### config.mk
export PLATFORM = sky130hd
export DESIGN_NAME = ppi_top
export DESIGN_NICKNAME = d
export VERILOG_FILES = /design/src/rtl/ppi_pkg.sv /design/src/rtl/ppi_bus_if.sv /design/src/rtl/ppi_ctrl.sv /design/src/rtl/ppi_port.sv /design/src/rtl/ppi_top.sv
export SDC_FILE = /design/constraint.sdc
export NUM_CORES = 1
export LEC_CHECK = 0
export BUFFER_PORTS_ARGS = -buffer_cell sky130_fd_sc_hd__buf_2
export CORE_MARGIN = 1
export CORE_UTILIZATION = 45
export DETAILED_ROUTE_END_ITERATION = 10
export GPL_TIMING_DRIVEN = 0
export PLACE_DENSITY = 0.73
export SLEW_MARGIN = 15
export SYNTH_ARGS = -nofsm -noshare
export SYNTH_HDL_FRONTEND = slang
export SYNTH_SLANG_ARGS = --single-unit
### constraint.sdc
create_clock -name clk -period 2 [get_ports clk]
set_clock_uncertainty 0.15 [all_clocks]
set_input_delay 0.4 -clock clk [delete_from_list [all_inputs] [get_ports clk]]
set_output_delay 0.4 -clock clk [all_outputs]
set_load 0.03 [all_outputs]
### src/rtl/ppi_pkg.sv
// Package: shared widths, register selects and control-word bit positions
// for the three-port parallel I/O block.
// Assumes an 8-bit host data path. The control-word bit positions below are
// decoded by ppi_ctrl and must stay aligned with the host software view.
package ppi_pkg;

    localparam int PORT_W   = 8;
    localparam int ADDR_W   = 2;
    localparam int HALF_W   = PORT_W / 2;
    localparam int BIT_IX_W = $clog2(PORT_W);

    // Register select decoded from the 2-bit address.
    typedef enum logic [ADDR_W-1:0] {
        SEL_A   = 2'd0,
        SEL_B   = 2'd1,
        SEL_C   = 2'd2,
        SEL_CTL = 2'd3
    } sel_e;

    // Group direction flags; 1 means the group is an input.
    typedef struct packed {
        logic in_a;
        logic in_cu;
        logic in_b;
        logic in_cl;
    } dir_t;

    localparam dir_t DIR_ALL_IN = '{in_a: 1'b1, in_cu: 1'b1, in_b: 1'b1, in_cl: 1'b1};

    // Control-word field positions.
    localparam int CW_KIND    = 7;  // 1 = direction word, 0 = bit set/reset
    localparam int CW_MODE_HI = 6;  // mode field A, upper bit
    localparam int CW_MODE_LO = 5;  // mode field A, lower bit
    localparam int CW_DIR_A   = 4;
    localparam int CW_DIR_CU  = 3;
    localparam int CW_MODE_B  = 2;  // mode field B
    localparam int CW_DIR_B   = 1;
    localparam int CW_DIR_CL  = 0;
    localparam int CW_IX_LO   = 1;  // bit set/reset index occupies [3:1]
    localparam int CW_VAL     = 0;  // bit set/reset value

endpackage

### src/rtl/ppi_bus_if.sv
// Module: ppi_bus_if
// Turns the asynchronous-style host write strobe into a single-cycle commit
// pulse in the block clock domain. Address and data are captured while the
// strobe is low, and the commit fires on the edge that sees the strobe high
// again, provided chip select was low in the previous sample.
// Assumes the strobes stay stable for at least one clock period each.
module ppi_bus_if
    import ppi_pkg::*;
(
    input  logic              clk,
    input  logic              rst,
    input  logic              cs_n,
    input  logic              wr_n,
    input  logic [ADDR_W-1:0] addr,
    input  logic [PORT_W-1:0] din,
    output logic              wr_commit,
    output sel_e              wr_sel,
    output logic [PORT_W-1:0] wr_data
);

    logic              wr_q;
    logic              cs_q;
    logic [ADDR_W-1:0] addr_q;
    logic [PORT_W-1:0] data_q;

    // Sample strobe and select every cycle for rising-edge detection.
    always_ff @(posedge clk) begin
        if (rst) begin
            wr_q <= 1'b1;
            cs_q <= 1'b1;
        end else begin
            wr_q <= wr_n;
            cs_q <= cs_n;
        end
    end

    // Hold address and data captured while the write strobe is low.
    always_ff @(posedge clk) begin
        if (rst) begin
            addr_q <= '0;
            data_q <= '0;
        end else if (!wr_n) begin
            addr_q <= addr;
            data_q <= din;
        end
    end

    // Commit on the strobe's rising edge when the chip was selected.
    always_comb begin
        wr_commit = !wr_q && wr_n && !cs_q;
        wr_sel    = sel_e'(addr_q);
        wr_data   = data_q;
    end

    // A commit is a single-cycle pulse.
    a_r8_commit_one_cycle: assert property (@(posedge clk) disable iff (rst)
        wr_commit |=> !wr_commit);

endmodule

### src/rtl/ppi_ctrl.sv
// Module: ppi_ctrl
// Decodes control-address writes. A direction word (bit 7 set) whose mode
// fields are all zero updates the four group input flags. A direction word
// with a nonzero mode field is dropped. A set/reset word (bit 7 clear) is
// passed on to the port C latch as an index/value pair.
// Assumes wr_commit is a single-cycle pulse from ppi_bus_if.
module ppi_ctrl
    import ppi_pkg::*;
(
    input  logic                clk,
    input  logic                rst,
    input  logic                wr_commit,
    input  sel_e                wr_sel,
    input  logic [PORT_W-1:0]   wr_data,
    output dir_t                dir,
    output logic                bit_we,
    output logic [BIT_IX_W-1:0] bit_idx,
    output logic                bit_val
);

    logic ctl_wr;
    logic mode_ok;
    logic dir_we;

    // Classify a control-address write.
    always_comb begin
        ctl_wr  = wr_commit && (wr_sel == SEL_CTL);
        mode_ok = (wr_data[CW_MODE_HI] == 1'b0) && (wr_data[CW_MODE_LO] == 1'b0)
                  && (wr_data[CW_MODE_B] == 1'b0);
        dir_we  = ctl_wr && wr_data[CW_KIND] && mode_ok;
        bit_we  = ctl_wr && !wr_data[CW_KIND];
        bit_idx = wr_data[CW_IX_LO +: BIT_IX_W];
        bit_val = wr_data[CW_VAL];
    end

    // Direction register: all groups input after reset.
    always_ff @(posedge clk) begin
        if (rst) begin
            dir <= DIR_ALL_IN;
        end else if (dir_we) begin
            dir.in_a  <= wr_data[CW_DIR_A];
            dir.in_cu <= wr_data[CW_DIR_CU];
            dir.in_b  <= wr_data[CW_DIR_B];
            dir.in_cl <= wr_data[CW_DIR_CL];
        end
    end

    // A set/reset command leaves every group direction untouched.
    a_r7_bsr_keeps_dirs: assert property (@(posedge clk) disable iff (rst)
        (wr_commit && wr_sel == SEL_CTL && !wr_data[CW_KIND]) |=> $stable(dir));

    // A direction word with an unsupported mode field is ignored.
    a_r6_bad_mode_ignored: assert property (@(posedge clk) disable iff (rst)
        (wr_commit && wr_sel == SEL_CTL && wr_data[CW_KIND]
         && (wr_data[CW_MODE_HI] || wr_data[CW_MODE_LO] || wr_data[CW_MODE_B]))
        |=> $stable(dir));

endmodule

### src/rtl/ppi_port.sv
// Module: ppi_port
// One parallel port: an output latch, per-pin output enables derived from
// NGRP equal-width direction groups, and the read-back value (latch for
// output pins, live pin for input pins). With HAS_BIT set, the latch also
// accepts single-bit set/reset updates.
// Assumes W is divisible by NGRP and that a byte write and a bit write never
// occur in the same cycle (both come from one commit pulse).
module ppi_port #(
    parameter int W       = 8,
    parameter int NGRP    = 1,
    parameter bit HAS_BIT = 1'b0,
    localparam int GW     = W / NGRP,
    localparam int IW     = $clog2(W)
) (
    input  logic            clk,
    input  logic            rst,
    input  logic            we,
    input  logic [W-1:0]    wdata,
    input  logic            bit_we,
    input  logic [IW-1:0]   bit_idx,
    input  logic            bit_val,
    input  logic [NGRP-1:0] grp_in,
    input  logic [W-1:0]    pin,
    output logic [W-1:0]    q,
    output logic [W-1:0]    oe,
    output logic [W-1:0]    rd_val
);

    logic bit_en;

    // Bit-update path exists only for the variant that needs it.
    generate
        if (HAS_BIT) begin : g_bit
            assign bit_en = bit_we;
        end else begin : g_nobit
            assign bit_en = 1'b0;
        end
    endgenerate

    // Output latch: cleared by reset, loaded by byte or single-bit writes.
    always_ff @(posedge clk) begin
        if (rst) begin
            q <= '0;
        end else if (we) begin
            q <= wdata;
        end else if (bit_en) begin
            q[bit_idx] <= bit_val;
        end
    end

    // Per-pin enable and read-back selection.
    generate
        for (genvar i = 0; i < W; i++) begin : g_pin
            assign oe[i]     = ~grp_in[i / GW];
            assign rd_val[i] = grp_in[i / GW] ? pin[i] : q[i];
        end
    endgenerate

    // The latch moves only in the cycle after a byte or bit write.
    a_r8_latch_on_write: assert property (@(posedge clk) disable iff (rst)
        (!we && !bit_en) |=> $stable(q) || $past(rst));

endmodule

### src/rtl/ppi_top.sv
// Module: ppi_top
// Three-port parallel I/O peripheral. Host writes go through ppi_bus_if,
// control words through ppi_ctrl, and each port has a ppi_port instance.
// Reads are a combinational multiplexer onto dout, enabled only for the
// three port addresses while selected and read-strobed.
// Assumes a synchronous active-high reset and host strobes that are slow
// compared with clk.
module ppi_top
    import ppi_pkg::*;
(
    input  logic              clk,
    input  logic              rst,
    input  logic              cs_n,
    input  logic              rd_n,
    input  logic              wr_n,
    input  logic [ADDR_W-1:0] addr,
    input  logic [PORT_W-1:0] din,
    output logic [PORT_W-1:0] dout,
    output logic              dout_oe,
    input  logic [PORT_W-1:0] pa_in,
    output logic [PORT_W-1:0] pa_out,
    output logic [PORT_W-1:0] pa_oe,
    input  logic [PORT_W-1:0] pb_in,
    output logic [PORT_W-1:0] pb_out,
    output logic [PORT_W-1:0] pb_oe,
    input  logic [PORT_W-1:0] pc_in,
    output logic [PORT_W-1:0] pc_out,
    output logic [PORT_W-1:0] pc_oe
);

    logic                wr_commit;
    sel_e                wr_sel;
    logic [PORT_W-1:0]   wr_data;
    dir_t                dir;
    logic                bit_we;
    logic [BIT_IX_W-1:0] bit_idx;
    logic                bit_val;
    logic [PORT_W-1:0]   rd_a, rd_b, rd_c;
    logic                we_a, we_b, we_c;

    ppi_bus_if u_bus (
        .clk       (clk),
        .rst       (rst),
        .cs_n      (cs_n),
        .wr_n      (wr_n),
        .addr      (addr),
        .din       (din),
        .wr_commit (wr_commit),
        .wr_sel    (wr_sel),
        .wr_data   (wr_data)
    );

    ppi_ctrl u_ctrl (
        .clk       (clk),
        .rst       (rst),
        .wr_commit (wr_commit),
        .wr_sel    (wr_sel),
        .wr_data   (wr_data),
        .dir       (dir),
        .bit_we    (bit_we),
        .bit_idx   (bit_idx),
        .bit_val   (bit_val)
    );

    // Per-port byte write enables from the committed select.
    always_comb begin
        we_a = wr_commit && (wr_sel == SEL_A);
        we_b = wr_commit && (wr_sel == SEL_B);
        we_c = wr_commit && (wr_sel == SEL_C);
    end

    ppi_port #(.W(PORT_W), .NGRP(1), .HAS_BIT(1'b0)) u_port_a (
        .clk     (clk),
        .rst     (rst),
        .we      (we_a),
        .wdata   (wr_data),
        .bit_we  (1'b0),
        .bit_idx ('0),
        .bit_val (1'b0),
        .grp_in  (dir.in_a),
        .pin     (pa_in),
        .q       (pa_out),
        .oe      (pa_oe),
        .rd_val  (rd_a)
    );

    ppi_port #(.W(PORT_W), .NGRP(1), .HAS_BIT(1'b0)) u_port_b (
        .clk     (clk),
        .rst     (rst),
        .we      (we_b),
        .wdata   (wr_data),
        .bit_we  (1'b0),
        .bit_idx ('0),
        .bit_val (1'b0),
        .grp_in  (dir.in_b),
        .pin     (pb_in),
        .q       (pb_out),
        .oe      (pb_oe),
        .rd_val  (rd_b)
    );

    // Port C: group 1 is the upper half (with A), group 0 the lower (with B).
    ppi_port #(.W(PORT_W), .NGRP(2), .HAS_BIT(1'b1)) u_port_c (
        .clk     (clk),
        .rst     (rst),
        .we      (we_c),
        .wdata   (wr_data),
        .bit_we  (bit_we),
        .bit_idx (bit_idx),
        .bit_val (bit_val),
        .grp_in  ({dir.in_cu, dir.in_cl}),
        .pin     (pc_in),
        .q       (pc_out),
        .oe      (pc_oe),
        .rd_val  (rd_c)
    );

    // Read multiplexer and bus enable; control address is not readable.
    always_comb begin
        unique case (sel_e'(addr))
            SEL_A:   dout = rd_a;
            SEL_B:   dout = rd_b;
            SEL_C:   dout = rd_c;
            default: dout = '0;
        endcase
        dout_oe = !cs_n && !rd_n && (sel_e'(addr) != SEL_CTL);
    end

    // Bus is quiet when deselected or not reading.
    a_r2_bus_idle: assert property (@(posedge clk) disable iff (rst)
        (cs_n || rd_n) |-> !dout_oe);

    // Control address never drives the bus.
    a_r3_ctl_unreadable: assert property (@(posedge clk) disable iff (rst)
        (addr == 2'd3) |-> !dout_oe);

    // Reset leaves all pins as inputs.
    a_r4_reset_inputs: assert property (@(posedge clk)
        $past(rst) |-> (pa_oe == '0) && (pb_oe == '0) && (pc_oe == '0));

    // Port A latch changes only after a write-strobe rise.
    a_r8_pa_on_strobe: assert property (@(posedge clk) disable iff (rst)
        (!$stable(pa_out) && !$past(rst)) |-> ($past(wr_n, 1) && !$past(wr_n, 2)));

endmodule

## Word-level counts from Yosys, hierarchy flattened

Cells that the tools add are included.

| word-level totals | value |
|---|---|
| output and inout port bits | 57 |
| register bits after elaboration | 40 |
| word-level logic and storage cells | 78 |

| cells by class | value |
|---|---|
| bitwise logic cells | 7 |
| equal/unequal tests | 6 |
| magnitude comparators | 2 |
| reductions and logical operators | 22 |
| multiplexer cells | 30 |

Operator list:

| kind | number |
|---|---|
| $mux W1 | 25 |
| $pmux W8 S3 | 1 |
| $mux W8 | 2 |
| $logic_and A1 B1 Y1 | 14 |
| $bwmux W8 | 1 |
| $not A1 Y1 | 7 |
| $eq A2 B2 Y1 const B | 3 |
| $logic_not A1 Y1 | 5 |
| $eq A2 B1 Y1 const B | 2 |
| $logic_not A2 Y1 | 2 |
| $lt A3 B4 Y1 const B | 1 |
| $demux W1 S3 | 1 |
| $ge A3 B1 Y1 const B | 1 |
| $ne A2 B2 Y1 const B | 1 |
| $reduce_bool A2 Y1 | 1 |

## Longest topological paths before layout

| logic depth | value |
|---|---|
| word-level depth | 7 |
| mapped depth | 6 |

## Modules after synthesis

From an unflattened synthesis, not the netlist that was laid out.

| second synthesis, totals | value |
|---|---|
| cell total of the unflattened synthesis | 245 |
| area total of the unflattened synthesis | 2449.8 um2 |

Modules (own cells, without submodules):

| module | area each (um2) | times used | cells an instance |
|---|---|---|---|
| ppi_port at u_port_a ... | 473.0 | 2 | 43 |
| ppi_port at u_port_c | 635.6 | 1 | 71 |
| ppi_bus_if | 419.2 | 1 | 37 |
| ppi_top | 237.7 | 1 | 25 |
| ppi_ctrl | 211.5 | 1 | 26 |

## Least setup slack after synthesis

No wires, ideal clock.

| timing path | value |
|---|---|
| path kind | input to output |
| from | in addr[0] |
| to | out dout_oe |
| path buffers | 2 |
| cell stages on the path | 3 |
| data arrival time | 1.592 ns |
| slack | -0.142 ns |
| cells stage by stage | clkbuf_1 > clkbuf_1 > a211oi_1 |

| between the ends | value |
|---|---|
| word-level cells in the longest chain between the ends | 2 |

RTL lines:

| item | RTL line | RTL |
|---|---|---|
| start, declared | ppi_top.sv:16 | `input logic [ADDR_W-1:0] addr,` |
| $ne A2 B2 Y1 | ppi_top.sv:126 | `dout_oe = !cs_n && !rd_n && (sel_e'(addr) != SEL_CTL);` |
| $logic_and A1 B1 Y1 | ppi_top.sv:126 |  |
| end, declared | ppi_top.sv:19 | `output logic dout_oe,` |

Every way passes these cells.

## Final worst setup path

| timing path | value |
|---|---|
| from | reg u_ctrl.dir[1] (netlist name) |
| to | out dout[7] |

| between the ends | value |
|---|---|
| word-level cells in the longest chain between the ends | 2 |

RTL lines:

| item | RTL line | RTL |
|---|---|---|
| $mux W1 | ppi_port.sv:55 | `assign rd_val[i] = grp_in[i / GW] ? pin[i] : q[i];` |
| $pmux W8 S3 | ppi_top.sv:120 | `unique case (sel_e'(addr))` |
| end, declared | ppi_top.sv:18 | `output logic [PORT_W-1:0] dout,` |

Every way passes these cells.

==> impl_results.md <==
* Mapped Cells at 252
* Top fanout value on the critical path at 4
* Routed wire length at between 6000 and 7000 µm
* Largest net degree at the start of global routing at 12
* Clock sinks at 40
* Adder-Cell Fraction of Synth Area at 0%
* Period utilisation layout at 104%
* WP data required at about 1.5 ns
* Worst skew pair latency at just under 0.3 ns
* Synth top area cells: dfxtp_1, mux2i_1, nor2_1, buf_4, mux2_2
* Outcome: finished, violations left
* R2R depth at 5
* Slew HR at 62.8%
* ANT nets after route at 0
* Share of post-route cells with drive strength above 1 at 48.9%
* IO Pins at 96
* Max Cap Viol at 0
* Syn Std Cell Area at ~2200 µm²
* Mux cell area share after synthesis at 22.7%
* Clock root cell: clkbuf_8
* Area Overhead vs Synth at 39.5%
* Most area-hungry cell type in the Yosys netlist: dfxtp_1
* IO Port Bufs at 92
* Fin. Hold Viols at 0
* DR pass1 iterations at 4
* Commonest cells post-synth: nor2_1, mux2i_1, dfxtp_1
* Final WS setup at -0.0868 ns
* Wire per inst at 15.4 µm
* R2r endpoint: u_port_c.q[7]
* Drc violations at 0
* Power per cell area at 513 nW/µm²
* Yosys top cell area share at 35.7%
* CP arrival at 1.54 ns
* Global Route Usage Sum at about a quarter
* Initial core utilization at 47.2%
* Min-Delay Path Class: primary input to register
* Worst slew pin tran at 0.559 ns
* H-tree Lvls at 2
* Vias in the first global route at 2046
* Final worst path period need at 2.09 ns
* Simple-gate share of the synthesized area at 20.4%
* CTS clk-pin slew, worst paths at 0.08 ns
* Die Y at 72.6 µm
* Peak Freq at roughly 480 MHz
* CTS tree: done
* Most common cell in the synthesized netlist: nor2_1
* Num CTS Buffers at 5
* Via count at roughly 2200
* Total gr overflow at 0
* XOR/XNOR Fraction of Synth Area at 0%
* Die width at 72.6 µm
* Vias per cell at 5.25
* CP Capture Type: output pin
* Global-route wire length before repair at 10000 µm
* Synth cell types at 42
* Crit Path Category: register to output pin
* Slew Limit Fails at 0
* Row Count at 25
* Hold_ws at between 0.15 and 0.2 ns
* Hold EP: u_bus.cs_q
* GPL Wtd Cong at 0.856
* Clock Path Buffers at 2
* Die area at 5280 µm²
* Startpoint types: register
* Min-Delay Startpoint: cs_n
* Nets@finish at between 300 and 400
* Post-Syn Nets at 291
* Detailed Place HPWL at 4510 µm
* Largest family of logic cells by synthesized area: multiplexers
* Leakage power at 1.69 nW
* Setup violators final at 8
* Initial antenna violation count at 0
* Seq/Total Area, Yosys at 35.7%
* Synthesized flop and latch total at 40
* Final Util at 65.9%
* RSZ-0062 raised after global routing: true
* Reg2reg start: u_bus.wr_data[3]
* Synthesized area per cell at 8.91 µm²
* Hold Crit Depth at 2
* Violated checks: negative setup slack
* Core ar. at 4750 µm²
* EDFF count, synth at 0
* Peak supply drop at 0.492 mV
* Flop2flop setup slack at 0.15 ns
* Diode count at 0
* Ys async rst share at 0%
* Synth Flop Type: dfxtp_1
* Area fraction in compound gates after synthesis at 9.30%
* Detailed Route Iter0 Violations at 90
* Ys Warns at 0
## kinds of logic after synthesis
family,after synthesis
compound gates,31
buf+inv,49
flops,40
mux,50
simple gates,82
## layout by cell type (no fill, tap or decap), drive strengths merged, types with 3 or more instances in the layout
master  netlist  routed
a211oi        4       4
mux2i        42      42
and3          3       3
nor4          6       6
a211o         4       4
buf          27     127
clkbuf       15      16
nor2         44      44
dfxtp        40      40
mux2          8       8
inv           7       6
a21oi        10      10
or2           4       4
o22ai         8       8
## worst max-delay path, stage by stage (launching register included)
cell	delay, ns
dfxtp_4	0.37
buf_4	0.14
mux2_4	0.30
a21oi_4	0.17
o22ai_2	0.09
buf_6	0.17
## how the worst max path moves through the flow
| stage | start | to | slack [ns] | cells past startpoint |
|---|---|---|---|---|
| global placement | addr[0] | dout[7] | -0.37 | 5 |
| detailed placement | addr[0] | dout[0] | -0.39 | 5 |
| finish | u_ctrl.dir[1] | dout[7] | -0.09 | 5 |
| global route | u_ctrl.dir[1] | dout[0] | -0.13 | 7 |
| CTS | u_ctrl.dir[1] | dout[1] | -0.04 | 5 |
| floorplan | addr[0] | dout[0] | 0.009 | 4 |
## layer usage
layer	global-route usage (%)	wire, µm	vias up
met3	4.42	526	8
met5	0	0	-
met4	10.9	82	0
met2	44.3	3130	99
li1	-	-	1073
met1	30.7	2750	1032
## flip-flops by register name, summed over array words and instances (netlist names)
| signal | count |
|---|---|
| u_bus.wr_q | 1 |
| u_bus.cs_q | 1 |
| u_port_c.q | 8 |
| u_ctrl.dir | 4 |
| u_bus.wr_data | 8 |
| u_bus.wr_sel | 2 |
| u_port_a.q | 8 |
| u_port_b.q | 8 |
## area by class of cell
type / count / area [µm²]
fillers: 409 / 1620
repair buffers: 100 / 597
clock buffers: 6 / 72.6
plain buffers: 37 / 235
inverters: 7 / 30.0
flip-flops and latches: 40 / 806
well taps: 67 / 83.8
multi-input cells: 163 / 1300
clock inverters: 1 / 5.00
## repair_timing
item / 4_1_cts / 5_1_grt
pin swaps: 9 / 7
buffers inserted: 6 / 1
cloned: 1 / 0
hold buffers: 0 / 0
gates resized for setup: 45 / 9
setup endpoints to repair: 17 / 20
## per-stage QoR
stage          std cells  cell area [µm²]  setup TNS (ns)  total power, mW  worst slack, ns
5_1_grt              421             3130          -0.870             1.68           -0.133
3_3_place_gp         411             2850           -2.81             1.08           -0.365
3_5_place_dp         411             2850           -2.87             1.08           -0.386
6_report             421             3130          -0.479             1.61          -0.0868
4_1_cts              421             3110          -0.276             1.61          -0.0433
2_1_floorplan        252             2300               0            0.997          0.00874
## power by group
part           leakage (nW)  switching [mW]  internal (mW)
registers             0.324          0.0174          0.810
logic                  1.33           0.150          0.123
clock network        0.0410           0.271          0.237
Power figures use the tool's default switching activity.
